$ cat config.mk
export PLATFORM = sky130hd
export DESIGN_NAME = sram_ctrl
export DESIGN_NICKNAME = d
export VERILOG_FILES = /design/src/rtl/sram_ctrl_pkg.sv /design/src/rtl/sram_ctrl_seq.sv /design/src/rtl/sram_ctrl_pins.sv /design/src/rtl/sram_ctrl_data.sv /design/src/rtl/sram_ctrl.sv
export SDC_FILE = /design/constraint.sdc
export NUM_CORES = 1
export LEC_CHECK = 0
export BUFFER_PORTS_ARGS = -buffer_cell sky130_fd_sc_hd__buf_4
export CORE_UTILIZATION = 40
export DETAILED_ROUTE_END_ITERATION = 7
export HOLD_SLACK_MARGIN = 0.06
export PLACE_DENSITY = 0.69
export SKIP_CTS_REPAIR_TIMING = 1
export SLEW_MARGIN = 20
export SYNTH_ARGS = -nofsm -noshare
export SYNTH_HDL_FRONTEND = slang
export SYNTH_SLANG_ARGS = --single-unit
$ cat constraint.sdc
create_clock -name clk -period 1.7 [get_ports clk]
set_clock_uncertainty 0.05 [all_clocks]
set_input_delay 0.17 -clock clk [delete_from_list [all_inputs] [get_ports clk]]
set_output_delay 0.17 -clock clk [all_outputs]
set_load 0.01 [all_outputs]
$ cat src/rtl/sram_ctrl_pkg.sv
`timescale 1ns/1ps
package sram_ctrl_pkg;

   typedef enum logic [1:0] {
      ST_IDLE  = 2'd0,
      ST_READ  = 2'd1,
      ST_WRITE = 2'd2
   } sram_st_e;

   // whole clocks covering a minimum, never fewer than one
   function automatic int cyc_min1(input int ns, input int clk_ns);
      if (ns <= 0) return 1;
      return (ns + clk_ns - 1) / clk_ns;
   endfunction

   // optional phase: zero clocks when the minimum is zero
   function automatic int cyc_opt(input int ns, input int clk_ns);
      if (ns <= 0) return 0;
      return (ns + clk_ns - 1) / clk_ns;
   endfunction

   function automatic int imax(input int a, input int b);
      return (a > b) ? a : b;
   endfunction

   // remaining clocks after a phase already spent, floor of one
   function automatic int rest_min1(input int need, input int spent);
      return (need > spent) ? need - spent : 1;
   endfunction

endpackage

$ cat src/rtl/sram_ctrl_seq.sv
`timescale 1ns/1ps
module sram_ctrl_seq
   import sram_ctrl_pkg::*;
#(
   parameter int N_RD  = 24,
   parameter int W_TOT = 24,
   parameter int CW    = 5
) (
   input  logic          clk,
   input  logic          rst_n,
   input  logic          req,
   input  logic          req_we,
   output logic          accept,
   output sram_st_e      st_q,
   output logic [CW-1:0] cnt_q,
   output sram_st_e      nxt_st,
   output logic [CW-1:0] nxt_cnt,
   output logic          done
);

   localparam logic [CW-1:0] LAST_RD = CW'(N_RD);
   localparam logic [CW-1:0] LAST_WR = CW'(W_TOT);

   logic fin;

   assign fin = ((st_q == ST_READ)  && (cnt_q == LAST_RD)) ||
                ((st_q == ST_WRITE) && (cnt_q == LAST_WR));

   always_comb begin
      accept  = 1'b0;
      nxt_st  = st_q;
      nxt_cnt = cnt_q;
      if (st_q == ST_IDLE) begin
         if (req) begin
            accept  = 1'b1;
            nxt_st  = req_we ? ST_WRITE : ST_READ;
            nxt_cnt = CW'(1);
         end
      end else if (fin) begin
         nxt_st  = ST_IDLE;
         nxt_cnt = '0;
      end else begin
         nxt_cnt = cnt_q + CW'(1);
      end
   end

   always_ff @(posedge clk or negedge rst_n) begin
      if (!rst_n) begin
         st_q  <= ST_IDLE;
         cnt_q <= '0;
         done  <= 1'b0;
      end else begin
         st_q  <= nxt_st;
         cnt_q <= nxt_cnt;
         done  <= fin;
      end
   end

   assert_done_single_R9: assert property (@(posedge clk) disable iff (!rst_n)
      done |=> !done);

   assert_busy_ignores_req_R10: assert property (@(posedge clk) disable iff (!rst_n)
      (st_q != ST_IDLE && !fin) |=> (cnt_q == $past(cnt_q) + CW'(1)));

   assert_done_after_access_R9: assert property (@(posedge clk) disable iff (!rst_n)
      done |-> (st_q == ST_IDLE));

endmodule

$ cat src/rtl/sram_ctrl_pins.sv
`timescale 1ns/1ps
module sram_ctrl_pins
   import sram_ctrl_pkg::*;
#(
   parameter int CW   = 5,
   parameter int W_AS = 0,
   parameter int W_P  = 21,
   parameter int W_DH = 1
) (
   input  logic          clk,
   input  logic          rst_n,
   input  sram_st_e      nxt_st,
   input  logic [CW-1:0] nxt_cnt,
   output logic          ce_n,
   output logic          oe_n,
   output logic          we_n,
   output logic          dq_oe
);

   localparam logic [CW-1:0] STROBE_ON  = CW'(W_AS + 1);
   localparam logic [CW-1:0] STROBE_OFF = CW'(W_AS + W_P);
   localparam logic [CW-1:0] DRIVE_OFF  = CW'(W_AS + W_P + W_DH);

   logic in_strobe;
   logic in_drive;

   generate
      if (W_AS == 0) begin : g_no_setup
         // strobe starts on the same edge as chip select
         assign in_strobe = (nxt_cnt <= STROBE_OFF);
         assign in_drive  = (nxt_cnt <= DRIVE_OFF);
      end else begin : g_setup
         assign in_strobe = (nxt_cnt >= STROBE_ON) && (nxt_cnt <= STROBE_OFF);
         assign in_drive  = (nxt_cnt >= STROBE_ON) && (nxt_cnt <= DRIVE_OFF);
      end
   endgenerate

   always_ff @(posedge clk or negedge rst_n) begin
      if (!rst_n) begin
         ce_n  <= 1'b1;
         oe_n  <= 1'b1;
         we_n  <= 1'b1;
         dq_oe <= 1'b0;
      end else begin
         ce_n  <= (nxt_st == ST_IDLE);
         oe_n  <= (nxt_st != ST_READ);
         we_n  <= !((nxt_st == ST_WRITE) && in_strobe);
         dq_oe <= (nxt_st == ST_WRITE) && in_drive;
      end
   end

   assert_strobe_inside_select_R2: assert property (@(posedge clk) disable iff (!rst_n)
      !we_n |-> !ce_n);

   assert_oe_we_exclusive_R3: assert property (@(posedge clk) disable iff (!rst_n)
      !(!oe_n && !we_n));

   assert_no_drive_when_ram_drives_R4: assert property (@(posedge clk) disable iff (!rst_n)
      dq_oe |-> oe_n);

   assert_data_held_past_strobe_R7: assert property (@(posedge clk) disable iff (!rst_n)
      $rose(we_n) |-> dq_oe);

endmodule

$ cat src/rtl/sram_ctrl_data.sv
`timescale 1ns/1ps
module sram_ctrl_data
   import sram_ctrl_pkg::*;
#(
   parameter int AW    = 8,
   parameter int DW    = 8,
   parameter int CW    = 5,
   parameter int N_ACC = 24
) (
   input  logic          clk,
   input  logic          rst_n,
   input  logic          accept,
   input  sram_st_e      st_q,
   input  logic [CW-1:0] cnt_q,
   input  logic [AW-1:0] req_addr,
   input  logic [DW-1:0] req_wdata,
   input  logic [DW-1:0] dq_i,
   output logic [AW-1:0] sram_addr,
   output logic [DW-1:0] dq_o,
   output logic [DW-1:0] rd_data
);

   localparam logic [CW-1:0] CAPTURE_AT = CW'(N_ACC);

   logic capture;

   assign capture = (st_q == ST_READ) && (cnt_q == CAPTURE_AT);

   always_ff @(posedge clk or negedge rst_n) begin
      if (!rst_n) begin
         sram_addr <= '0;
         dq_o      <= '0;
         rd_data   <= '0;
      end else begin
         if (accept) begin
            sram_addr <= req_addr;
            dq_o      <= req_wdata;
         end
         if (capture) rd_data <= dq_i;
      end
   end

   assert_rdata_holds_R5: assert property (@(posedge clk) disable iff (!rst_n)
      (st_q != ST_READ) |=> $stable(rd_data));

endmodule

$ cat src/rtl/sram_ctrl.sv
`timescale 1ns/1ps
module sram_ctrl
   import sram_ctrl_pkg::*;
#(
   parameter int AW       = 8,
   parameter int DW       = 8,
   parameter int T_CLK_NS = 5,
   parameter int T_RC     = 120,
   parameter int T_AA     = 120,
   parameter int T_ACS    = 120,
   parameter int T_WC     = 120,
   parameter int T_CW     = 70,
   parameter int T_AW     = 105,
   parameter int T_AS     = 0,
   parameter int T_WP     = 70,
   parameter int T_WR     = 0,
   parameter int T_DW     = 35,
   parameter int T_DH     = 0
) (
   input  logic          clk,
   input  logic          rst_n,
   input  logic          req,
   input  logic          req_we,
   input  logic [AW-1:0] req_addr,
   input  logic [DW-1:0] req_wdata,
   output logic [DW-1:0] rd_data,
   output logic          done,
   output logic          sram_ce_n,
   output logic          sram_oe_n,
   output logic          sram_we_n,
   output logic [AW-1:0] sram_addr,
   output logic [DW-1:0] sram_dq_o,
   output logic          sram_dq_oe,
   input  logic [DW-1:0] sram_dq_i
);

   // read phases
   localparam int N_ACC  = cyc_min1(imax(T_AA, T_ACS), T_CLK_NS);
   localparam int N_RD   = imax(N_ACC, cyc_min1(T_RC, T_CLK_NS));
   // write phases
   localparam int W_AS   = cyc_opt(T_AS, T_CLK_NS);
   localparam int W_P    = imax(imax(cyc_min1(T_WP, T_CLK_NS), cyc_min1(T_DW, T_CLK_NS)),
                                imax(rest_min1(cyc_min1(T_CW, T_CLK_NS), W_AS),
                                     rest_min1(cyc_min1(T_AW, T_CLK_NS), W_AS)));
   localparam int W_DH   = cyc_min1(T_DH, T_CLK_NS);
   localparam int W_POST = imax(cyc_opt(T_WR, T_CLK_NS), W_DH);
   localparam int W_TOT  = imax(W_AS + W_P + W_POST, cyc_min1(T_WC, T_CLK_NS));
   localparam int CW     = $clog2(imax(N_RD, W_TOT) + 1);

   generate
      if (T_CLK_NS < 1) begin : g_bad_clk
         $error("sram_ctrl: clock period must be at least 1 ns");
      end
      if (AW < 1 || DW < 1) begin : g_bad_width
         $error("sram_ctrl: address and data widths must be positive");
      end
   endgenerate

   logic          accept;
   sram_st_e      st_q;
   sram_st_e      nxt_st;
   logic [CW-1:0] cnt_q;
   logic [CW-1:0] nxt_cnt;

   sram_ctrl_seq #(
      .N_RD  (N_RD),
      .W_TOT (W_TOT),
      .CW    (CW)
   ) i_seq (
      .clk     (clk),
      .rst_n   (rst_n),
      .req     (req),
      .req_we  (req_we),
      .accept  (accept),
      .st_q    (st_q),
      .cnt_q   (cnt_q),
      .nxt_st  (nxt_st),
      .nxt_cnt (nxt_cnt),
      .done    (done)
   );

   sram_ctrl_pins #(
      .CW   (CW),
      .W_AS (W_AS),
      .W_P  (W_P),
      .W_DH (W_DH)
   ) i_pins (
      .clk     (clk),
      .rst_n   (rst_n),
      .nxt_st  (nxt_st),
      .nxt_cnt (nxt_cnt),
      .ce_n    (sram_ce_n),
      .oe_n    (sram_oe_n),
      .we_n    (sram_we_n),
      .dq_oe   (sram_dq_oe)
   );

   sram_ctrl_data #(
      .AW    (AW),
      .DW    (DW),
      .CW    (CW),
      .N_ACC (N_ACC)
   ) i_data (
      .clk       (clk),
      .rst_n     (rst_n),
      .accept    (accept),
      .st_q      (st_q),
      .cnt_q     (cnt_q),
      .req_addr  (req_addr),
      .req_wdata (req_wdata),
      .dq_i      (sram_dq_i),
      .sram_addr (sram_addr),
      .dq_o      (sram_dq_o),
      .rd_data   (rd_data)
   );

   assert_addr_stable_R11: assert property (@(posedge clk) disable iff (!rst_n)
      (!sram_ce_n && $past(!sram_ce_n)) |-> $stable(sram_addr));

   assert_wdata_stable_R7: assert property (@(posedge clk) disable iff (!rst_n)
      (sram_dq_oe && $past(sram_dq_oe)) |-> $stable(sram_dq_o));

   assert_idle_on_done_R1: assert property (@(posedge clk) disable iff (!rst_n)
      done |-> (sram_ce_n && sram_oe_n && sram_we_n && !sram_dq_oe));

endmodule

==> results of run 1 <==
path summary, 6_finish.rpt:
| check | startpoint | end | slack [ns] | cells after the start |
|---|---|---|---|---|
| setup / recovery | i_seq.cnt_q[0] | i_pins.dq_oe | -0.03 | 7 |
| hold / removal | sram_dq_i[6] | i_data.rd_data[6] | 0.06 | 2 |
| setup reg to reg | i_seq.cnt_q[0] | i_pins.dq_oe | -0.03 | 7 |
| hold reg to reg | i_seq.st_q[0] | i_pins.ce_n | 0.44 | 1 |
| max in group asynchronous | rst_n | i_pins.we_n | 0.95 | 2 |
| min in group asynchronous | rst_n | i_seq.cnt_q[1] | 0.31 | 2 |
cell usage in the layout, fill, tap and decap left out, types with 2 or more instances in the layout:
cell,synthesis,routed
dlygate4sd3_1,0,14
o21ai_0,6,6
clkbuf_8,0,5
dfstp_2,3,3
inv_1,5,5
mux2_4,0,8
xor2_1,4,4
mux2_2,24,16
o2111ai_1,2,2
buf_4,0,63
dfrtp_1,33,33
and3_1,2,2
nor2_1,4,4
a21oi_1,2,2
buf_12,0,2
nand2_1,5,5
metrics by stage:
step	hold slack, ns	power (uW)	TNS (ns)	utilization [%]
2_1_floorplan	-0.176	873	0	-
3_3_place_gp	0.0917	936	0	57.1
3_5_place_dp	0.103	940	-0.0245	57.1
4_1_cts	-0.214	1690	-0.0691	60.1
5_1_grt	0.0544	1750	-1.16	65.5
6_report	0.0568	1700	-0.0326	65.5
worst max-delay path, cell delays in order, from the launching register on:
cell      delay, ns
dfrtp_1        0.38
inv_1          0.06
ha_2           0.19
nand4b_4       0.16
maj3_2         0.36
a32oi_2        0.19
nand2b_4       0.15
a31o_1         0.13
layout make-up:
class / instances / area share (%)
clock buffers: 5 / 2.85
flip-flops and latches: 36 / 37.4
clock inverters: 3 / 1.76
multi-input cells: 71 / 27.2
inverters: 5 / 0.776
repair buffers: 80 / 27.5
well taps: 48 / 2.48
cells by family (layout without fill, tap and decap cells):
family / count (synthesis) / after routing
flip-flops: 36 / 36
AO/OA/AOI/OAI: 18 / 18
XOR/XNOR: 5 / 5
adder cells (fa/ha/maj): 3 / 3
buffers and inverters: 9 / 93
AND/OR/NAND/NOR: 21 / 21
multiplexers: 24 / 24
routing by layer:
metal | GRT usage, % | up-vias | part of all wire (%)
met5 | 0 | - | 0
met4 | 5.83 | 0 | 1.2
li1 | - | 576 | -
met1 | 19.3 | 594 | 38
met2 | 31.1 | 35 | 55
met3 | 6.69 | 4 | 6.0
power by group:
part	internal [uW]	switching [uW]	leakage (uW)	total, uW
clock	434	317	0.0000541	751
combinational	60.3	30.9	0.000704	91.2
sequential	856	0	0.000468	856
total	1350	348	0.00123	1700
flip-flops by register name (all words and copies together), names as in the netlist:
| register | count |
|---|---|
| i_data.dq_o | 8 |
| i_data.rd_data | 8 |
| i_data.sram_addr | 8 |
| i_pins.ce_n | 1 |
| i_pins.dq_oe | 1 |
| i_pins.oe_n | 1 |
| i_pins.we_n | 1 |
| i_seq.cnt_q | 5 |
| i_seq.done | 1 |
| i_seq.st_q | 2 |
==> flow_metrics.env, run 1 <==
export IMPL_run_status="finished, violations left"
export IMPL_violations="setup timing"
export IMPL_hold_class="input pin to flip-flop"
export IMPL_synth_cell_types=33
export IMPL_setup_slack_ns=-0.0326
export IMPL_fin_cells=248
export IMPL_syn_avg_cell_area_um2=13.5
export IMPL_post_route_min_period_ns=1.73
export IMPL_dpl_hpwl_um=2450
export IMPL_finalSetupViolCount=1
export IMPL_antenna_found_initial=0
export IMPL_synthXorXnorAreaFrac_pct=2.81
export IMPL_nets=229
export IMPL_drive_above_1_share_pct=54.5
export IMPL_seqCellArea_um2=905
export IMPL_cp_max_fo=6
export IMPL_synth_seq_cells=36
export IMPL_rsz0062_at_grt="yes"
export IMPL_wirelength_um=3470
export IMPL_synthTopCellsByCount="dfrtp_1 (33), mux2_2 (24), o21ai_0 (6)"
export IMPL_routed_via_density=4.88
export IMPL_synth_most_common_cell="dfrtp_1"
export IMPL_synth_cell_area_um2=1560
export IMPL_fin_crit_sh_pct=102
export IMPL_synth_top_area_share_pct=52.9
export IMPL_hold_viol_final=0
export IMPL_synthAdderAreaFrac_pct=2.33
export IMPL_area_growth_pct=54.9
export IMPL_synth_simple_area_share_pct=8.66
export IMPL_n_antenna_cell=0
export IMPL_vdd_drop_max_mv=0.587
export IMPL_via_count=1209
export IMPL_cts_buffers=5
export IMPL_grt_start_max_net_pins=37
export IMPL_ys_warn_count=0
export IMPL_synth_area_top_cells="dfrtp_1 (53%), mux2_2 (17%), dfstp_2 (5.1%), xor2_1 (2.2%), o21ai_0 (1.9%)"
export IMPL_wl_per_cell_um=14.0
export IMPL_synthArstFlopShare_pct=100
export IMPL_grt_pass1_wl_um=5400
export IMPL_rows=22
export IMPL_clk_latency_ns=0.29
export IMPL_leakage_uw=0.00123
export IMPL_power_density_nw_per_um2=702
export IMPL_io_buffer_count=56
export IMPL_final_cell_area_um2=2420
export IMPL_synth_largest_area_cell="dfrtp_1"
export IMPL_drv_slew=0
export IMPL_core_area_um2=3690
export IMPL_critPathArrivalTime_ns=1.91
export IMPL_cap_violations=0
export IMPL_cts_tree="done"
export IMPL_synth_compound_area_share_pct=8.02
export IMPL_root_buffer="clkbuf_8"
export IMPL_drtIter0Drc=18
export IMPL_synth_top_family_by_area="multiplexers"
export IMPL_pre_cts_ws_ns=-0.0245
export IMPL_ios=57
export IMPL_gr_usage_all_layers_pct=17.6
export IMPL_worstMarginPinSlew_ns=0.470
export IMPL_drcViolationCount=0
export IMPL_ant_nets=0
export IMPL_syn_nets=146
export IMPL_cts_sinks=36
export IMPL_cts_buffer_depth=2
export IMPL_multi_input_area_um2=658
export IMPL_synth_edf_count=0
export IMPL_ys_flop_type="dfrtp_1"
export IMPL_slew_headroom_pct=68.7
export IMPL_cp_required_ns=1.88
export IMPL_dr_pass1_iters=4
export IMPL_grt_overflow=0
export IMPL_dp_cells=225
export IMPL_ys_seq_area_share_pct=58.0
export IMPL_fillers=274
export IMPL_start_kind="flip-flop"
export IMPL_gp_congestion=0.829
export IMPL_crit_type="flip-flop to flip-flop"
export IMPL_end_kind="flip-flop"
export IMPL_clk_pin_slew_worst_paths_ns=0.07
export IMPL_syn_inst=116
export IMPL_fmax_ghz=0.577
export IMPL_fp_dieW_um=64.5
export IMPL_placed_area_um2=2110
export IMPL_synthMuxAreaShare_pct=17.3
export IMPL_start_util_pct=42.3
export IMPL_cts_max_level=2
export IMPL_dieArea_um2=4150
export IMPL_die_height_um=64.5
export IMPL_grt_pass1_vias=1212
Power figures use the tool's default switching activity.
==> run 2, diff against run 1 <==
RECOVER_POWER = 50   (was not set)
==> flow_metrics.env, run 2 (synthesis gave the netlist of run 1 again) <==
export IMPL_cp_max_fo=6
export IMPL_core_area_um2=3690
export IMPL_p_seq_share_pct=50.5
export IMPL_nets=229
export IMPL_holdWs_ns=0.0568
export IMPL_wirelength_um=3470
export IMPL_hold_class="input pin to flip-flop"
export IMPL_io_buffer_count=56
export IMPL_clk_pin_slew_worst_paths_ns=0.07
export IMPL_grt_pass1_vias=1212
export IMPL_run_status="finished, violations left"
export IMPL_reg_largest_list="i_data.dq_o x8, i_data.rd_data x8, i_data.sram_addr x8"
export IMPL_grt_overflow=0
export IMPL_start_kind="flip-flop"
export IMPL_total_power_uw=1700
export IMPL_leakage_uw=0.00122
export IMPL_pwr_share_clk_pct=44.2
export IMPL_final_cell_area_um2=2410
export IMPL_via_count=1209
export IMPL_post_route_min_period_ns=1.73
export IMPL_slowest_stage="dfrtp_1"
export IMPL_violations="setup timing"
export IMPL_power_density_nw_per_um2=704
export IMPL_ant_nets=0
export IMPL_fin_cells=248
export IMPL_crit_type="flip-flop to flip-flop"
export IMPL_die_height_um=64.5
export IMPL_p_int_uw=1350
export IMPL_hold_viol_final=0
export IMPL_drcViolationCount=0
export IMPL_cap_violations=0
export IMPL_comb_power_share_pct=5.3
export IMPL_ios=57
export IMPL_cts_tree="done"
export IMPL_fp_dieW_um=64.5
export IMPL_slew_headroom_pct=42.8
export IMPL_setup_slack_ns=-0.0326
export IMPL_rows=22
export IMPL_layout_common_cells="buf_4 (61), dfrtp_1 (33), mux2_2 (16)"
export IMPL_dp_cells=225
export IMPL_layout_commonest_cell="buf_4"
export IMPL_dpl_hpwl_um=2450
export IMPL_r2r_setup_slack_ns=-0.03
export IMPL_cts_sinks=36
export IMPL_fmax_ghz=0.577
export IMPL_worstMarginPinSlew_ns=0.858
export IMPL_antenna_found_initial=0
export IMPL_p_sw_uw=348
export IMPL_grt_pass1_wl_um=5400
export IMPL_cts_buffers=5
export IMPL_drtIter0Drc=18
export IMPL_max_stage_delay_ns=0.38
export IMPL_cp_required_ns=1.88
export IMPL_end_kind="flip-flop"
export IMPL_drv_slew=0
export IMPL_cts_buffer_depth=2
export IMPL_n_antenna_cell=0
export IMPL_root_buffer="clkbuf_8"
export IMPL_placed_area_um2=2110
export IMPL_area_growth_pct=54.5
export IMPL_clk_latency_ns=0.29
export IMPL_wl_per_cell_um=14.0
export IMPL_dieArea_um2=4150
export IMPL_cts_max_level=2
export IMPL_fin_util_pct=65.4
export IMPL_dr_pass1_iters=4
export IMPL_vdd_drop_max_mv=0.587
export IMPL_gp_congestion=0.829
export IMPL_drive_above_1_share_pct=54.0
export IMPL_fin_crit_sh_pct=102
export IMPL_critPathArrivalTime_ns=1.91
export IMPL_routed_via_density=4.88
export IMPL_swShare_pct=20.5
export IMPL_start_util_pct=42.3
export IMPL_finalSetupViolCount=1
export IMPL_rsz0062_at_grt="yes"
export IMPL_gr_usage_all_layers_pct=17.6
export IMPL_grt_start_max_net_pins=37
export IMPL_worstPathCellList="inv_1, ha_2, nand4b_4, maj3_2, a32oi_2, nand2b_4, a31o_1"
[run 2: power by group through the flow]
stage          combinational (uW)  sequential, uW  clock [uW]
2_1_floorplan               0.512             873           0
3_3_place_gp                 63.9             873           0
3_5_place_dp                 67.1             873           0
4_1_cts                      67.7             856         765
5_1_grt                      99.3             856         798
6_report                     90.4             856         751
[run 2: per-stage QoR]
stage | setup WS [ns] | TNS, ns
finish | -0.0326 | -0.0326
global route | -0.143 | -1.16
CTS | -0.0675 | -0.0691
detailed placement | -0.0245 | -0.0245
global placement | 0.0101 | 0
floorplan | 0.00483 | 0
[run 2: path summary, 6_finish.rpt]
path / from / end / cells past startpoint
min in group asynchronous: rst_n / i_seq.cnt_q[1] / 2
worst max register to register: i_seq.cnt_q[0] / i_pins.dq_oe / 7
max in group asynchronous: rst_n / i_data.dq_o[1] / 2
worst min-delay path: sram_dq_i[6] / i_data.rd_data[6] / 2
worst min register to register: i_seq.st_q[0] / i_pins.ce_n / 1
worst max-delay path: i_seq.cnt_q[0] / i_pins.dq_oe / 7
[run 2: layer usage]
layer | share of wire (%) | vias to the layer above | global-route usage (%)
met5 | 0 | - | 0
met4 | 1.2 | 0 | 5.83
met3 | 5.7 | 4 | 6.69
met2 | 55 | 35 | 31.1
met1 | 38 | 594 | 19.3
li1 | - | 576 | -
[run 2: area by class of cell]
type                       instances  area (um2)
timing repair buffer              80         658
fill                             275        1280
tap                               48        60.1
inverter                           5        18.8
multi-input combinational         71         658
sequential                        36         905
clock buffer                       5        68.8
clock inverter                     3        42.5
[run 2: worst max-delay path: cells and delay by family (launching register included)]
kind,cells,cell delay [ns]
DFF,1,0.38
adders and majority gates,2,0.55
and+or+nand+nor,2,0.31
buffers and inverters,1,0.06
AOI/OAI and AO/OA,2,0.32
